File: src/rtl/stk_pkg.sv
package stk_pkg;

  typedef enum logic [2:0] {
    OP_NOP    = 3'd0,
    OP_PUSH   = 3'd1,
    OP_POP    = 3'd2,
    OP_WR_TOP = 3'd3,
    OP_WR_IDX = 3'd4,
    OP_XCH    = 3'd5,
    OP_WR_POP = 3'd6,
    OP_CHECK  = 3'd7
  } stk_op_e;

  // read port slots of the storage array
  localparam int RD_TOP  = 0;
  localparam int RD_B    = 1;
  localparam int RD_IDX  = 2;
  localparam int RD_NUM  = 3;

endpackage

File: src/rtl/stk_rst_sync.sv
module stk_rst_sync #(
  parameter int STAGES = 2
) (
  input  logic clk,
  input  logic arst_n,
  output logic rst_n
);

  logic [STAGES-1:0] chain_q;

  always_ff @(posedge clk or negedge arst_n) begin
    if (!arst_n) begin
      chain_q <= '0;
    end else begin
      chain_q <= {chain_q[STAGES-2:0], 1'b1};
    end
  end

  assign rst_n = chain_q[STAGES-1];

endmodule

File: src/rtl/stk_top_ptr.sv
module stk_top_ptr #(
  parameter int PTR_W = 3
) (
  input  logic             clk,
  input  logic             rst_n,
  input  logic             step_en,
  input  logic             step_dn,
  output logic [PTR_W-1:0] top
);

  localparam logic [PTR_W-1:0] ONE = PTR_W'(1);

  logic [PTR_W-1:0] top_q;
  logic [PTR_W-1:0] top_d;

  always_comb begin
    if (step_dn) begin
      top_d = top_q - ONE;
    end else begin
      top_d = top_q + ONE;
    end
  end

  always_ff @(posedge clk or negedge rst_n) begin
    if (!rst_n) begin
      top_q <= '0;
    end else if (step_en) begin
      top_q <= top_d;
    end
  end

  assign top = top_q;

endmodule

File: src/rtl/stk_tags.sv
module stk_tags #(
  parameter int DEPTH = 8,
  parameter int PTR_W = 3
) (
  input  logic             clk,
  input  logic             rst_n,
  input  logic             set_en,
  input  logic [PTR_W-1:0] set_idx,
  input  logic             clr_en,
  input  logic [PTR_W-1:0] clr_idx,
  output logic [DEPTH-1:0] valid
);

  logic [DEPTH-1:0] valid_q;
  logic [DEPTH-1:0] valid_d;
  logic             upd_en;

  for (genvar e = 0; e < DEPTH; e++) begin : g_tag
    localparam logic [PTR_W-1:0] ME = PTR_W'(e);
    always_comb begin
      valid_d[e] = valid_q[e];
      if (clr_en && (clr_idx == ME)) begin
        valid_d[e] = 1'b0;
      end
      if (set_en && (set_idx == ME)) begin
        valid_d[e] = 1'b1;
      end
    end
  end

  assign upd_en = set_en | clr_en;

  always_ff @(posedge clk or negedge rst_n) begin
    if (!rst_n) begin
      valid_q <= '0;
    end else if (upd_en) begin
      valid_q <= valid_d;
    end
  end

  assign valid = valid_q;

endmodule

File: src/rtl/stk_regs.sv
module stk_regs #(
  parameter int DEPTH = 8,
  parameter int WIDTH = 80,
  parameter int PTR_W = 3,
  parameter int NRD   = 3
) (
  input  logic             clk,
  input  logic             we0,
  input  logic [PTR_W-1:0] wa0,
  input  logic [WIDTH-1:0] wd0,
  input  logic             we1,
  input  logic [PTR_W-1:0] wa1,
  input  logic [WIDTH-1:0] wd1,
  input  logic [PTR_W-1:0] ra [NRD],
  output logic [WIDTH-1:0] rd [NRD]
);

  logic [WIDTH-1:0] mem [DEPTH];

  for (genvar e = 0; e < DEPTH; e++) begin : g_ent
    localparam logic [PTR_W-1:0] ME = PTR_W'(e);
    logic [WIDTH-1:0] ent_q;
    logic [WIDTH-1:0] ent_d;
    logic             ent_en;

    // port 0 wins when both ports address this entry
    always_comb begin
      ent_en = 1'b0;
      ent_d  = ent_q;
      if (we1 && (wa1 == ME)) begin
        ent_en = 1'b1;
        ent_d  = wd1;
      end
      if (we0 && (wa0 == ME)) begin
        ent_en = 1'b1;
        ent_d  = wd0;
      end
    end

    always_ff @(posedge clk) begin
      if (ent_en) begin
        ent_q <= ent_d;
      end
    end

    assign mem[e] = ent_q;
  end

  for (genvar r = 0; r < NRD; r++) begin : g_rd
    assign rd[r] = mem[ra[r]];
  end

endmodule

File: src/rtl/stk_file.sv
module stk_file #(
  parameter int DEPTH = 8,
  parameter int WIDTH = 80,
  localparam int PTR_W = $clog2(DEPTH)
) (
  input  logic             clk,
  input  logic             arst_n,
  input  logic [2:0]       op_i,
  input  logic [PTR_W-1:0] idx_i,
  input  logic             bsel_i,
  input  logic [WIDTH-1:0] wdata_i,
  output logic [WIDTH-1:0] opa_o,
  output logic [WIDTH-1:0] opb_o,
  output logic [PTR_W-1:0] top_o,
  output logic             ovf_o,
  output logic             unf_o
);

  import stk_pkg::*;

  localparam logic [PTR_W-1:0] ONE = PTR_W'(1);

  logic             rst_n;
  stk_op_e          op;
  logic [PTR_W-1:0] top;
  logic [PTR_W-1:0] p_top, p_one, p_idx, p_new, p_b;
  logic [DEPTH-1:0] valid;
  logic [PTR_W-1:0] ra [RD_NUM];
  logic [WIDTH-1:0] rd [RD_NUM];

  logic             step_en, step_dn;
  logic             set_en, clr_en;
  logic [PTR_W-1:0] set_idx, clr_idx;
  logic             we0, we1;
  logic [PTR_W-1:0] wa0, wa1;
  logic [WIDTH-1:0] wd0, wd1;
  logic             ovf, unf;

  stk_rst_sync #(.STAGES(2)) u_rst (
    .clk    (clk),
    .arst_n (arst_n),
    .rst_n  (rst_n)
  );

  stk_top_ptr #(.PTR_W(PTR_W)) u_ptr (
    .clk     (clk),
    .rst_n   (rst_n),
    .step_en (step_en),
    .step_dn (step_dn),
    .top     (top)
  );

  stk_tags #(.DEPTH(DEPTH), .PTR_W(PTR_W)) u_tags (
    .clk     (clk),
    .rst_n   (rst_n),
    .set_en  (set_en),
    .set_idx (set_idx),
    .clr_en  (clr_en),
    .clr_idx (clr_idx),
    .valid   (valid)
  );

  stk_regs #(.DEPTH(DEPTH), .WIDTH(WIDTH), .PTR_W(PTR_W), .NRD(RD_NUM)) u_regs (
    .clk (clk),
    .we0 (we0),
    .wa0 (wa0),
    .wd0 (wd0),
    .we1 (we1),
    .wa1 (wa1),
    .wd1 (wd1),
    .ra  (ra),
    .rd  (rd)
  );

  // relative to physical index translation
  assign op    = stk_op_e'(op_i);
  assign p_top = top;
  assign p_one = top + ONE;
  assign p_new = top - ONE;
  assign p_idx = top + idx_i;
  assign p_b   = bsel_i ? p_idx : p_one;

  assign ra[RD_TOP] = p_top;
  assign ra[RD_B]   = p_b;
  assign ra[RD_IDX] = p_idx;

  // fault detection for the presented operation
  always_comb begin
    ovf = 1'b0;
    unf = 1'b0;
    unique case (op)
      OP_PUSH:   ovf = valid[p_new];
      OP_POP:    unf = !valid[p_top];
      OP_XCH:    unf = !valid[p_top] || !valid[p_idx];
      OP_WR_POP: unf = !valid[p_top] || !valid[p_one];
      OP_CHECK:  unf = !valid[p_top] || !valid[p_b];
      default: begin
        ovf = 1'b0;
        unf = 1'b0;
      end
    endcase
  end

  // next-state decode: pointer, tags and write ports
  always_comb begin
    step_en = 1'b0;
    step_dn = 1'b0;
    set_en  = 1'b0;
    set_idx = p_top;
    clr_en  = 1'b0;
    clr_idx = p_top;
    we0     = 1'b0;
    wa0     = p_top;
    wd0     = wdata_i;
    we1     = 1'b0;
    wa1     = p_idx;
    wd1     = rd[RD_TOP];
    unique case (op)
      OP_PUSH: begin
        if (!ovf) begin
          step_en = 1'b1;
          step_dn = 1'b1;
          set_en  = 1'b1;
          set_idx = p_new;
          we0     = 1'b1;
          wa0     = p_new;
        end
      end
      OP_POP: begin
        if (!unf) begin
          step_en = 1'b1;
          clr_en  = 1'b1;
        end
      end
      OP_WR_TOP: begin
        set_en = 1'b1;
        we0    = 1'b1;
      end
      OP_WR_IDX: begin
        set_en  = 1'b1;
        set_idx = p_idx;
        we0     = 1'b1;
        wa0     = p_idx;
      end
      OP_XCH: begin
        if (!unf) begin
          we0 = 1'b1;
          wd0 = rd[RD_IDX];
          we1 = 1'b1;
        end
      end
      OP_WR_POP: begin
        if (!unf) begin
          step_en = 1'b1;
          clr_en  = 1'b1;
          we0     = 1'b1;
          wa0     = p_one;
        end
      end
      default: begin
        step_en = 1'b0;
      end
    endcase
  end

  assign opa_o = rd[RD_TOP];
  assign opb_o = rd[RD_B];
  assign top_o = top;
  assign ovf_o = ovf;
  assign unf_o = unf;

endmodule

File: config.mk
export PLATFORM = sky130hd
export DESIGN_NAME = stk_file
export DESIGN_NICKNAME = d
export VERILOG_FILES = /design/src/rtl/stk_pkg.sv /design/src/rtl/stk_rst_sync.sv /design/src/rtl/stk_top_ptr.sv /design/src/rtl/stk_tags.sv /design/src/rtl/stk_regs.sv /design/src/rtl/stk_file.sv
export SDC_FILE = /design/constraint.sdc
export NUM_CORES = 2
export LEC_CHECK = 0
export BUFFER_PORTS_ARGS = -buffer_cell sky130_fd_sc_hd__buf_2
export CAP_MARGIN = 40
export CORE_MARGIN = 10
export CORE_UTILIZATION = 23
export CTS_BUF_LIST = sky130_fd_sc_hd__clkbuf_4 sky130_fd_sc_hd__clkbuf_8
export DETAILED_ROUTE_END_ITERATION = 8
export GPL_TIMING_DRIVEN = 0
export PLACE_DENSITY = 0.34
export REMOVE_ABC_BUFFERS = 1
export SYNTH_ARGS = -nofsm -noshare
export SYNTH_HDL_FRONTEND = slang
export SYNTH_SLANG_ARGS = --single-unit
File: constraint.sdc
create_clock -name clk -period 6.6 [get_ports clk]
set_input_delay 0.33 -clock clk [delete_from_list [all_inputs] [get_ports clk]]
set_output_delay 0.33 -clock clk [all_outputs]
set_load 0.03 [all_outputs]
==> metrics.csv <==
metric,value,unit
status,"complete, no violations",
post-route-min-period,6246,ps
grt_use_total,17.77,%
max_stage_delay,760,ps
routabilityCongestion,0.7136,
vias,34330,
first_pass_iters,7,
cts_root_buf,clkbuf_8,
synth_edf_count,640,
path_clk_slew,60,ps
num_rows,159,
grt_start_max_net_pins,49,
cts_tree,yes,
syn_inst,3789,
critical_path.slowest_cell,fa_4,
worstSetupPathType,register to register,
final.setup_skew,58.83,ps
initial_core_util,23.17,%
clock_path_buffers,3,
endpoint_kind,register,
layout-drive-gt1-share,26.42,%
vias_per_cell,4.999,
htree_levels,4,
fmaxAchievable,160.1,MHz
tightest_slew,902.8,ps
dieArea,207200,sq um
setup_violations,0,
period_share,94.64,%
cts_sinks,653,
worst_path_most_repeated_cell,buf_4,
ant_nets,0,
grt_use_met3,3.146,%
routed_wl,188.4,mm
grt_antenna_before_repair,12,
cp_data_required_time,7160,ps
slew_viol_final,0,
drtIter0Drc,2534,
io_pins,254,
avgSynthCellArea,11.50,sq um
wl_per_cell,27.44,um
final-hold-violation-count,0,
maxSlewHeadroom,38.09,%
cp_max_fo,39,
place.port_buffers,253,
area_growth,25.65,%
crit_chain,"buf_16, inv_1, fa_4, buf_16, nor2b_1, o21ai_0, a22o_1, a31oi_1, a21oi_2, nor2_1, a31o_2, nand3b_1, buf_8, buf_16, buf_16, o41ai_2, buf_4, buf_4, buf_4, buf_4, buf_4, buf_2",
clk_latency,900,ps
cap_violations,0,
synth_ff_type,edfxtp_1,
drc,0,
ys_seq_elements,653,
grt.busiest_layer,met2,
ys_warn_count,0,
grt_pass1_vias,35030,
yosysUniqueCellTypes,50,
timing.critical_path.max_delay_family,buffers and inverters,
use_met1,25.14,%
syn_area,43570,sq um
grt_pass1_wl,267.1,mm
place_hpwl,127.6,mm
fin_nets,4368,
fin_util,29.12,%
async_flop_share,1.991,%
numCtsBuffers,142,
rsz0062_at_grt,false,
yosysSeqAreaShare,44.86,%
die_height,455.2,um
critPathLaunchType,register,
min-delay-path-class,input port to register,
fp.dieW,455.2,um
crit_buf_inv,12,
arrival,6800,ps
core,188000,sq um
grt-ovfl-total,0,
grtUsageMet2,27.55,%
## metrics by stage
stage | TNS, ps | hold WS (ps) | cell area, sq um | setup slack [ps] | std cells
final | 0 | 102.7 | 54740 | 353.8 | 6866
after CTS | 0 | 4.811 | 54720 | 115.6 | 6862
after global routing | 0 | 68.37 | 54740 | 57.17 | 6866
after global placement | - | 117.9 | 46460 | -134850 | 6217
after floorplan | - | 34.41 | 42070 | -34000 | 3469
after detailed placement | -35090 | 120.4 | 51140 | -471.2 | 6531
## Yosys cell counts (3+ instances only)
cell type / n / area share (%)
a21o_1: 4 / 0.069
a21oi_1: 165 / 1.9
a31o_2: 3 / 0.060
a31oi_1: 4 / 0.057
and2_1: 3 / 0.043
buf_1: 40 / 0.34
buf_2: 28 / 0.32
buf_4: 37 / 0.64
buf_6: 16 / 0.41
clkbuf_1: 199 / 1.7
dfrtp_1: 13 / 0.75
edfxtp_1: 640 / 44
ha_1: 8 / 0.23
inv_1: 90 / 0.78
mux2i_1: 730 / 17
mux4_2: 327 / 17
nand2_1: 901 / 7.8
nand2b_1: 8 / 0.11
nand3_1: 405 / 4.7
nand3b_1: 3 / 0.052
nor2_1: 12 / 0.10
nor2b_1: 6 / 0.086
nor3_1: 9 / 0.10
nor3b_1: 4 / 0.069
o21ai_0: 86 / 0.99
o21ai_1: 4 / 0.046
o22ai_1: 3 / 0.043
o2bb2ai_1: 8 / 0.16
xnor2_1: 4 / 0.080
## worst min-delay path: cells and delay by family
kind	cells	cell delay (ps)
AO/OA/AOI/OAI	1	220
multiplexers	1	150
buffers and inverters	1	120
## per-layer routing
layer	wire [um]	part of all wire, %
met1	88520	47
met2	84500	45
met3	9718	5.2
met4	5595	3.0
met5	41	0.022
## cell families (layout without fill, tap and decap cells)
kind of cell | count (synthesis) | after routing | synth area share (%)
multiplexers | 1059 | 1059 | 33.74
buffers and inverters | 410 | 988 | 4.207
other | 1 | 4 | 0.008607
AO/OA/AOI/OAI | 298 | 298 | 3.748
adder cells (fa/ha/maj) | 9 | 9 | 0.2757
flip-flops | 653 | 653 | 44.86
AND/OR/NAND/NOR | 1354 | 1354 | 13.03
XOR/XNOR | 5 | 6 | 0.1321
## area by class of cell
type                            instances  area, sq um
Fill cell                           19420       133300
Multi-Input combinational cell       2727        22400
Sequential cell                       653        19550
Timing Repair Buffer                  656         6645
Tap cell                             2495         3122
Clock buffer                          188         2318
Clock inverter                         54        354.1
Inverter                               90        345.3
Antenna cell                            3        7.507
## cell usage in the layout (no fill, tap or decap), types with 4 or more instances in the layout
cell and count:
nand2_1 901, mux2i_1 729, edfxtp_1 640, nand3_1 405
mux4_2 327, buf_2 272, a21oi_1 164, clkbuf_8 145
buf_4 124, inv_1 89, o21ai_0 86, dlygate4sd3_1 79
buf_16 74, buf_6 55, clkbuf_4 43, clkinv_1 27
buf_8 27, buf_12 25, clkinv_2 12, nor2_1 11
dfrtp_1 11, nand2b_1 8, o2bb2ai_1 8, nor3_1 7
ha_1 7, nor2b_1 6, clkinvlp_4 6, a31oi_1 4
nor3b_2 4, a21o_4 4, inv_6 4
## final timing paths
path / start / end / slack [ps] / cells past startpoint
min in group asynchronous: u_rst.chain_q[1]$_DFF_PN0_ / u_tags.valid[6]$_DFFE_PN0P_ / 150 / 0
min: wdata_i[36] / u_regs.g_ent[7].ent_q[36]$_DFFE_PP_ / 100 / 3
max in group asynchronous: u_rst.chain_q[1]$_DFF_PN0_ / u_ptr.top[1]$_DFFE_PN0P_ / 6090 / 0
max: u_ptr.top[1]$_DFFE_PN0P_ / u_regs.g_ent[6].ent_q[48]$_DFFE_PP_ / 350 / 22
min reg2reg: u_rst.chain_q[1]$_DFF_PN0_ / u_tags.valid[6]$_DFFE_PN0P_ / 150 / 0
max reg2reg: u_ptr.top[1]$_DFFE_PN0P_ / u_regs.g_ent[6].ent_q[48]$_DFFE_PP_ / 350 / 22
## state kept, by name, indices dropped and copies added, names as in the netlist
| name | flops |
|---|---|
| u_ptr.top | 3 |
| u_regs.g_ent.ent_q | 640 |
| u_rst.chain_q | 2 |
| u_tags.valid | 8 |
## timing repair
item,4_1_cts,5_1_grt
resized for setup,0,0
endpoints found under the hold margin,598,0
buffers inserted,9,0
hold buffers,79,0
setup endpoints to repair,350,0
Power is not shown: default switching activity piles up to over one toggle a cycle in this logic, so the estimate is an artifact.
